==> config.mk <==
export PLATFORM = sky130hd
export DESIGN_NAME = tcap_unit
export DESIGN_NICKNAME = d
export VERILOG_FILES = /design/src/rtl/tcap_pkg.sv /design/src/rtl/tcap_edge_fsm.sv /design/src/rtl/tcap_count_sel.sv /design/src/rtl/tcap_cap_chan.sv /design/src/rtl/tcap_unit.sv
export SDC_FILE = /design/constraint.sdc
export NUM_CORES = 1
export LEC_CHECK = 0
export ABC_CLOCK_PERIOD_IN_PS = 3500
export BUFFER_PORTS_ARGS = -buffer_cell sky130_fd_sc_hd__clkbuf_2
export CAP_MARGIN = 20
export CORE_MARGIN = 1.5
export CORE_UTILIZATION = 30
export CTS_CLUSTER_DIAMETER = 50
export CTS_CLUSTER_SIZE = 16
export DETAILED_ROUTE_END_ITERATION = 6
export HOLD_SLACK_MARGIN = 0.12
export SLEW_MARGIN = 30
export SYNTH_ARGS = -nofsm -noshare
export SYNTH_HDL_FRONTEND = slang
export SYNTH_SLANG_ARGS = --single-unit
==> constraint.sdc <==
create_clock -name clk -period 3.5 [get_ports clk]
set_input_delay 0.525 -clock clk [delete_from_list [all_inputs] [get_ports clk]]
set_output_delay 0.525 -clock clk [all_outputs]
set_load 0.01 [all_outputs]
==> src/rtl/tcap_pkg.sv <==
package tcap_pkg;
    localparam int DATA_W    = 32;
    localparam int MODE_W    = 4;
    localparam int CTL_PER   = 3;
    localparam int FLAG_LSB  = 4;
    localparam int ADDR_MODE = 0;
    localparam int ADDR_CTL  = 1;
    localparam int ADDR_STAT = 2;
    localparam int ADDR_CAP0 = 4;

    typedef enum logic [1:0] {
        CM_TIMER = 2'b00,
        CM_RISE  = 2'b01,
        CM_FALL  = 2'b10,
        CM_BOTH  = 2'b11
    } cnt_mode_e;

    typedef enum logic {
        LV_LOW  = 1'b0,
        LV_HIGH = 1'b1
    } lvl_e;
endpackage

==> src/rtl/tcap_edge_fsm.sv <==
module tcap_edge_fsm
    import tcap_pkg::*;
(
    input  logic clk,
    input  logic rst_n,
    input  logic pin_async,
    output logic ev_rise,
    output logic ev_fall
);
    logic sync_a, sync_b;
    lvl_e state_q, state_d;

    // two-flop synchronizer
    always_ff @(posedge clk or negedge rst_n) begin
        if (!rst_n) begin
            sync_a <= 1'b0;
            sync_b <= 1'b0;
        end else begin
            sync_a <= pin_async;
            sync_b <= sync_a;
        end
    end

    // state register: last accepted level
    always_ff @(posedge clk or negedge rst_n) begin
        if (!rst_n) state_q <= LV_LOW;
        else        state_q <= state_d;
    end

    // transitions and event outputs
    always_comb begin
        state_d = state_q;
        ev_rise = 1'b0;
        ev_fall = 1'b0;
        unique case (state_q)
            LV_LOW: begin
                if (sync_b) begin
                    state_d = LV_HIGH;
                    ev_rise = 1'b1;
                end
            end
            LV_HIGH: begin
                if (!sync_b) begin
                    state_d = LV_LOW;
                    ev_fall = 1'b1;
                end
            end
            default: state_d = LV_LOW;
        endcase
    end

    p_rise_lands_high_r4: assert property (@(posedge clk) disable iff (!rst_n)
        ev_rise |=> (state_q == LV_HIGH));
    p_fall_lands_low_r4: assert property (@(posedge clk) disable iff (!rst_n)
        ev_fall |=> (state_q == LV_LOW));
endmodule

==> src/rtl/tcap_count_sel.sv <==
module tcap_count_sel
    import tcap_pkg::*;
#(
    parameter int NCH   = 4,
    parameter int SEL_W = 2
) (
    input  cnt_mode_e        mode,
    input  logic [SEL_W-1:0] pin_sel,
    input  logic [NCH-1:0]   rise,
    input  logic [NCH-1:0]   fall,
    input  logic             presc_tick,
    input  logic             cnt_en,
    output logic             step,
    output logic             presc_hold
);
    logic sel_rise, sel_fall;

    always_comb begin
        sel_rise = 1'b0;
        sel_fall = 1'b0;
        for (int i = 0; i < NCH; i++) begin
            if (int'(pin_sel) == i) begin
                sel_rise = rise[i];
                sel_fall = fall[i];
            end
        end
    end

    always_comb begin
        step       = 1'b0;
        presc_hold = 1'b1;
        unique case (mode)
            CM_TIMER: begin
                step       = cnt_en & presc_tick;
                presc_hold = 1'b0;
            end
            CM_RISE: step = cnt_en & sel_rise;
            CM_FALL: step = cnt_en & sel_fall;
            CM_BOTH: step = cnt_en & (sel_rise | sel_fall);
            default: step = 1'b0;
        endcase
    end
endmodule

==> src/rtl/tcap_cap_chan.sv <==
module tcap_cap_chan #(
    parameter int TW = 32
) (
    input  logic          clk,
    input  logic          rst_n,
    input  logic          ev_rise,
    input  logic          ev_fall,
    input  logic [2:0]    ctl,      // {irq_en, on_fall, on_rise}
    input  logic [TW-1:0] tc_now,
    input  logic          clr_w1,
    output logic [TW-1:0] cap_q,
    output logic          flag_q
);
    logic fire, set_flag;

    assign fire     = (ev_rise & ctl[0]) | (ev_fall & ctl[1]);
    assign set_flag = fire & ctl[2];

    always_ff @(posedge clk or negedge rst_n) begin
        if (!rst_n)    cap_q <= '0;
        else if (fire) cap_q <= tc_now;
    end

    always_ff @(posedge clk or negedge rst_n) begin
        if (!rst_n)        flag_q <= 1'b0;
        else if (set_flag) flag_q <= 1'b1;
        else if (clr_w1)   flag_q <= 1'b0;
    end

    p_capture_old_r7: assert property (@(posedge clk) disable iff (!rst_n)
        fire |=> (cap_q == $past(tc_now)));
    p_flag_set_r8: assert property (@(posedge clk) disable iff (!rst_n)
        set_flag |=> flag_q);
    p_flag_clear_r9: assert property (@(posedge clk) disable iff (!rst_n)
        (clr_w1 && !set_flag) |=> !flag_q);
endmodule

==> src/rtl/tcap_unit.sv <==
module tcap_unit
    import tcap_pkg::*;
#(
    parameter int NCH = 4,
    parameter int TW  = 32,
    parameter int AW  = 3,
    parameter int DW  = DATA_W
) (
    input  logic          clk,
    input  logic          rst_n,
    input  logic [NCH-1:0] cap_in,
    input  logic          cnt_en,
    input  logic          cnt_clr,
    input  logic          presc_tick,
    input  logic          reg_we,
    input  logic [AW-1:0] reg_addr,
    input  logic [DW-1:0] reg_wdata,
    output logic [DW-1:0] reg_rdata,
    output logic [TW-1:0] tc_value,
    output logic          presc_hold,
    output logic          cap_irq
);
    localparam int CTL_W = CTL_PER * NCH;
    localparam int SEL_W = 2;

    logic [MODE_W-1:0] mode_q;
    logic [CTL_W-1:0]  ctl_q;
    logic [TW-1:0]     tc_q;
    logic [NCH-1:0]    rise, fall, flag;
    logic [TW-1:0]     cap_q [NCH];
    logic              step;
    logic              wr_mode, wr_ctl, wr_stat;
    logic              unused_wdata;

    assign unused_wdata = ^reg_wdata[DW-1:CTL_W];

    assign wr_mode = reg_we && (reg_addr == AW'(ADDR_MODE));
    assign wr_ctl  = reg_we && (reg_addr == AW'(ADDR_CTL));
    assign wr_stat = reg_we && (reg_addr == AW'(ADDR_STAT));

    always_ff @(posedge clk or negedge rst_n) begin
        if (!rst_n) begin
            mode_q <= '0;
            ctl_q  <= '0;
        end else begin
            if (wr_mode) mode_q <= reg_wdata[MODE_W-1:0];
            if (wr_ctl)  ctl_q  <= reg_wdata[CTL_W-1:0];
        end
    end

    for (genvar g = 0; g < NCH; g++) begin : g_chan
        tcap_edge_fsm u_edge (
            .clk       (clk),
            .rst_n     (rst_n),
            .pin_async (cap_in[g]),
            .ev_rise   (rise[g]),
            .ev_fall   (fall[g])
        );
        tcap_cap_chan #(.TW(TW)) u_cap (
            .clk     (clk),
            .rst_n   (rst_n),
            .ev_rise (rise[g]),
            .ev_fall (fall[g]),
            .ctl     (ctl_q[CTL_PER*g +: CTL_PER]),
            .tc_now  (tc_q),
            .clr_w1  (wr_stat & reg_wdata[FLAG_LSB+g]),
            .cap_q   (cap_q[g]),
            .flag_q  (flag[g])
        );
    end

    tcap_count_sel #(.NCH(NCH), .SEL_W(SEL_W)) u_sel (
        .mode       (cnt_mode_e'(mode_q[1:0])),
        .pin_sel    (mode_q[3:2]),
        .rise       (rise),
        .fall       (fall),
        .presc_tick (presc_tick),
        .cnt_en     (cnt_en),
        .step       (step),
        .presc_hold (presc_hold)
    );

    always_ff @(posedge clk or negedge rst_n) begin
        if (!rst_n)       tc_q <= '0;
        else if (cnt_clr) tc_q <= '0;
        else if (step)    tc_q <= tc_q + 1'b1;
    end

    assign tc_value = tc_q;
    assign cap_irq  = |flag;

    always_comb begin
        reg_rdata = '0;
        if (reg_addr == AW'(ADDR_MODE))      reg_rdata = DW'(mode_q);
        else if (reg_addr == AW'(ADDR_CTL))  reg_rdata = DW'(ctl_q);
        else if (reg_addr == AW'(ADDR_STAT)) reg_rdata = DW'(flag) << FLAG_LSB;
        else begin
            for (int i = 0; i < NCH; i++) begin
                if (reg_addr == AW'(ADDR_CAP0 + i)) reg_rdata = DW'(cap_q[i]);
            end
        end
    end

    p_step_adds_one_r4: assert property (@(posedge clk) disable iff (!rst_n)
        (step && !cnt_clr) |=> (tc_value == $past(tc_value) + 1'b1));
    p_freeze_r6: assert property (@(posedge clk) disable iff (!rst_n)
        (!cnt_en && !cnt_clr) |=> $stable(tc_value));
    p_clear_r6: assert property (@(posedge clk) disable iff (!rst_n)
        cnt_clr |=> (tc_value == '0));
    p_hold_no_tick_r3: assert property (@(posedge clk) disable iff (!rst_n)
        (presc_hold && !(|rise) && !(|fall) && !cnt_clr) |=> $stable(tc_value));
endmodule

After elaboration in Yosys (flattened, before gate mapping) --
Cells that the tools add are included. Widths: inputs -> output; s select.
Word-level totals: memory bits (writable) 0, memory bits (read-only) 0, bits in latches 0, output and inout port bits 66, register bits after elaboration 192, memories kept 0, word-level logic and storage cells 116, input bits 45
Cells by class: $add $sub $neg 1, multiply operators 0, shifts and indexed selects 0, order comparisons 0, div/mod/pow operators 0, eq/ne operators 12, bitwise operators 25, mux-type cells 43, reductions and logical operators 12
Operators by type and width (number):
- $mux 32 | 9
- $mux 1 | 33
- $add 32x1->32 const B | 1
- $and 1x1->1 | 20
- $eq 3x3->1 const B | 4
- $reduce_bool 2->1 | 5
- $eq 2x2->1 const B | 4
- $or 1x1->1 | 5
- $eq 2x1->1 const B | 2
- $logic_not 2->1 | 2
- $pmux 1 s4 | 1
- $reduce_or 4->1 | 1
- $eq 3x1->1 const B | 1
- $eq 3x2->1 const B | 1
- $logic_and 1x1->1 | 3
- $logic_not 3->1 | 1

Longest topological paths before layout --
depth after elaboration 11, gate-level depth with buffers 8

Cells and area by module --
Synthesis repeated with hierarchy kept, for this count alone.
Second synthesis, totals: cells, all modules 685, area total of the unflattened synthesis 9515.4 um^2
Modules (own cells, without submodules):
- tcap_cap_chan | cells an instance 72, instances 4, sequential area each 825.8 um^2, area each 1375.1 um^2
- tcap_unit | cells an instance 367, instances 1, sequential area each 1201.2 um^2, area each 3572.2 um^2
- tcap_edge_fsm | cells an instance 5, instances 4, sequential area each 75.1 um^2, area each 90.1 um^2
- tcap_count_sel | cells an instance 10, instances 1, sequential area each 0.0 um^2, area each 82.6 um^2

Worst setup path before layout --
Ideal clock, no wire load.
path type in2out, from in reg_addr[1], to out reg_rdata[17], slack 1143 ps, cell stages on the path 5, data arrival time 1832 ps, path buffers 3, required time 2975 ps, cells stage by stage clkbuf_1 > clkbuf_1 > buf_2 > mux4_2 > and2_1
On the way: word-level cells in the longest chain between the ends 8
Ends and longest elaborated chain:
- from (decl) | RTL line tcap_unit.sv:16 | input logic [AW-1:0] reg_addr,
- $eq 3x3->1 | RTL line tcap_unit.sv:99 | if (reg_addr == AW'(ADDR_CAP0 + i)) reg_rdata = DW'(cap_q[i]);
- $mux 32 (4 in series) | RTL line tcap_unit.sv:99
- $mux 32 | RTL line tcap_unit.sv:96 | else if (reg_addr == AW'(ADDR_STAT)) reg_rdata = DW'(flag) << FLAG_LSB;
- $mux 32 | RTL line tcap_unit.sv:95 | else if (reg_addr == AW'(ADDR_CTL)) reg_rdata = DW'(ctl_q);
- $mux 32 (*) | RTL line tcap_unit.sv:94 | if (reg_addr == AW'(ADDR_MODE)) reg_rdata = DW'(mode_q);
- to (decl) | RTL line tcap_unit.sv:18 | output logic [DW-1:0] reg_rdata,
Mark *: on every way between the ends. The rest lies on a longest branch, timed or not.

Worst setup path after layout --
from in reg_addr[0], to out reg_rdata[7]
The elaborated chain is that of the path after synthesis.

==> summary.md <==
| Metric | Value |
|---|---|
| Die height | 175 µm |
| Horiz. Die Dim | 175 µm |
| Async S/R FF share, synth | 100% |
| Syn Std Cell Area | 8900 µm² |
| Routed WL | 20700 µm |
| Largest stage delay on the critical path | 0.43 ns |
| DRT iter0 DRCs | 355 |
| Starting Density | 30.8% |
| Setup crit start kind | input port |
| Net switching fraction of the power | 27.1% |
| Post-synth top flop | dfrtp_1 |
| CP endpoint kind | output pin |
| Final ANT Viol Nets | 0 |
| RSZ-0062 raised after global routing | no |
| Yosys reg bits | 192 |
| Avg WL per Cell | 18.0 µm |
| Lkg Pwr | 4.95 nW |
| H-tree depth | 4 |
| Synthesized Nets | 714 |
| CP Cell Sequence | clkbuf_2 > buf_4 > o21ai_0 > a222oi_1 > inv_1 > clkbuf_2 |
| IO Pins | 111 |
| Total iterations of the first detailed-routing run | 4 |
| Pwr Total | 4.79 mW |
| FP Rows | 62 |
| Logic pwr share | 11.6% |
| Internal | 3.49 mW |
| Sequential share of power | 50.3% |
| Ys Warns | 0 |
| Root Driver | clkbuf_16 |
| Status | complete, no violations |
| Post-route DRC violation count | 0 |
| FILL cells | 2816 |
| Crit Path Max Fanout | 25 |
| Detailed-route via count | 5662 |
| Synth cell types | 55 |
| GP Congestion | 0.746 |
| DP Cell Count | 1116 |
| CP top delay family | buffers and inverters |
| Worst path bufs/invs | 4 |
| Largest net degree at the start of global routing | 75 |
| M1 GR Usage | 20.2% |
| Clock sink total | 192 |
| Total CTS buffers | 17 |
| Fmax | 377 MHz |
| Initial antenna violation count | 0 |
| Setup Skew | 0.0105 ns |
| IO Port Bufs | 90 |
| Reg clk slew, reported paths | 0.07 ns |
| # setup viols final | 0 |
| GRT Total Usage | 14.2% |
| Worst EP arrival | 2.13 ns |
| Met3 Resource Use GR | 2.81% |
| Fin cells | 1149 |
| Maximum VDD drop | 0.321 mV |
| Die ar. | 30700 µm² |
| Share of cells above drive strength 1 | 43.0% |
| Core Box Area | 28900 µm² |
| Clk buf depth | 2 |
| P&R area growth vs syn | 16.6% |
| Sequential area share after synthesis | 54.0% |
| Vias in the first global route | 5774 |
| Pwr per Cell Area | 461 nW/µm² |
| Tcrit/Tclk final | 75.8% |
| DP HPWL | 14200 µm |
| Number of cells upsized or downsized after cts | 0 |
| Fin util | 35.9% |
| CTS tree | built |
| Grt ovf | 0 |
| Max transition margin | 38.4% |
| Critical-path top delay cell | clkbuf_2 |
| Postcts setup bufs | 0 |
| Worst Setup Path Type | in2out |
| Post-synth EDFFs | 0 |
| NumNets Final | 798 |
| Tmin final | 2.65 ns |
| Via density | 4.93 |
| Syn avg cell area | 13.3 µm² |
| Hold Vio Cnt, Final | 0 |
| Cell mode on critical path | clkbuf_2 |
| Worst Hold Class | in2reg |
| Switching power | 1.30 mW |
| Max-Cap Viols | 0 |
| Post-route cell area | 10400 µm² |
| N_diodes | 0 |
| First-pass GRT wire length | 33700 µm |
| Clock share of power | 38.1% |
| Worst skew pair latency | 0.43 ns |
| Final setup TNS | 0 ns |
| Post-placement cell area | 9820 µm² |
| Global route hottest layer | met2 |
| Met2 GRT Util | 22.2% |
| Actual slew at the worst max-slew pin | 0.922 ns |
| Synth Instances | 668 |
| Fin. max-slew vios | 0 |
| Crit path required time | 2.97 ns |
[worst register-to-register path, delay by kind of cell (launching register included)]
kind | cells | cell delay (ns)
AOI/OAI and AO/OA | 2 | 0.80
xor gates and xnor gates | 1 | 0.17
buffers and inverters | 1 | 0.35
DFF | 1 | 0.49
and+or+nand+nor | 3 | 0.48
[power by group through the flow]
stage	Combinational [mW]	Sequential, mW	Clock [mW]
after floorplan	0.374	2.40	0
after CTS	0.564	2.41	1.87
after global placement	0.555	2.45	0
final	0.554	2.41	1.82
after global routing	0.606	2.42	1.98
after detailed placement	0.561	2.45	0
[flip-flops by register name, indices dropped and copies added (netlist names)]
register               count
ctl_q                     12
g_chan.u_cap.cap_q       128
g_chan.u_cap.flag_q        4
g_chan.u_edge.state_q      4
g_chan.u_edge.sync_a       4
g_chan.u_edge.sync_b       4
mode_q                     4
tc_value                  32
[through the flow]
step           worst slack, ns  hold slack [ns]
2_1_floorplan             1.14            0.229
3_3_place_gp             0.826            0.333
3_5_place_dp             0.828            0.335
4_1_cts                  0.820            0.172
5_1_grt                  0.698            0.163
6_report                 0.847            0.191
[placed cells by master (no fill, tap or decap), types with 2 or more instances in the layout]
master	count
buf_12	4
buf_4	16
clkinv_2	4
xor2_1	24
inv_6	5
nand4_2	2
and3_1	4
nor2_1	40
nor4b_1	2
a221oi_1	4
o2111ai_1	10
o211ai_1	11
or3_1	7
nor3_1	2
nor2b_1	3
o21ai_0	16
dfrtp_1	192
o21ai_1	2
clkbuf_2	89
nand2_1	28
mux4_2	21
a21oi_1	10
and4_1	2
mux2i_1	7
nand3b_1	6
a22o_1	15
mux2_2	148
and3_2	3
nor3b_1	2
inv_1	5
and2_1	21
clkbuf_8	2
o22ai_1	8
a222oi_1	3
nand3_1	4
clkinvlp_4	3
clkbuf_16	17
[path summary, 6_finish.rpt]
path,depth (start not counted),slack [ns],startpoint,end
max in group asynchronous,3,1.99,rst_n,tc_value[5]
max,6,0.85,reg_addr[0],reg_rdata[7]
min,1,0.19,cap_in[1],g_chan[1].u_edge.sync_a
min in group asynchronous,2,0.61,rst_n,g_chan[1].u_edge.sync_a
min reg2reg,0,0.35,g_chan[0].u_edge.sync_a,g_chan[0].u_edge.sync_b
max reg2reg,7,1.08,mode_q[3],tc_value[11]
[cell families (layout without fill, tap and decap cells)]
group | count (synthesis) | in the layout | share of synthesized area [%]
muxes | 176 | 176 | 24.8
DFF | 192 | 192 | 54.0
AOI/OAI and AO/OA | 85 | 85 | 7.03
xor gates and xnor gates | 24 | 24 | 2.36
buffers and inverters | 51 | 148 | 2.71
and+or+nand+nor | 139 | 139 | 8.93
adders and majority gates | 1 | 1 | 0.141
[cell usage after synthesis (all sizes together), types with 4 or more instances]
cell	instances	area (µm²)
or3	7	43.8
buf	30	156
mux2i	7	70.1
o2111ai	10	87.6
nor2	40	150
nand3	4	20.0
nand2	28	105
dfrtp	192	4800
xor2	24	210
a21oi	10	50.1
a221oi	4	35.0
o21ai	19	98.9
nand3b	6	45.0
o211ai	12	95.1
mux4	21	473
a22o	15	131
clkbuf	15	56.3
o22ai	9	62.6
inv	5	18.8
and2	23	145
and3	7	47.5
mux2	148	1670
[repair_timing]
| item | in CTS | in global routing |
|---|---|---|
| hold endpoints to repair | 60 | 0 |
| setup endpoints to repair | 0 | 0 |
| hold buffers | 1 | 0 |
[per-layer routing]
layer	share of wire [%]	routed length, µm
met1	48	9900
met2	47	9830
met3	3.9	812
met4	0.92	191
met5	0	0
[cell type report]
| class | count | area [µm²] | share of cell area, % |
|---|---|---|---|
| Clock inverter | 14 | 106 | 1.02 |
| Clock buffer | 18 | 439 | 4.23 |
| Multi-Input combinational cell | 425 | 3860 | 37.2 |
| Inverter | 5 | 18.8 | 0.181 |
| Sequential cell | 192 | 4800 | 46.3 |
| Timing Repair Buffer | 111 | 669 | 6.45 |
| Tap cell | 384 | 480 | 4.63 |
No activity file was read; power rests on OpenSTA's default activity.
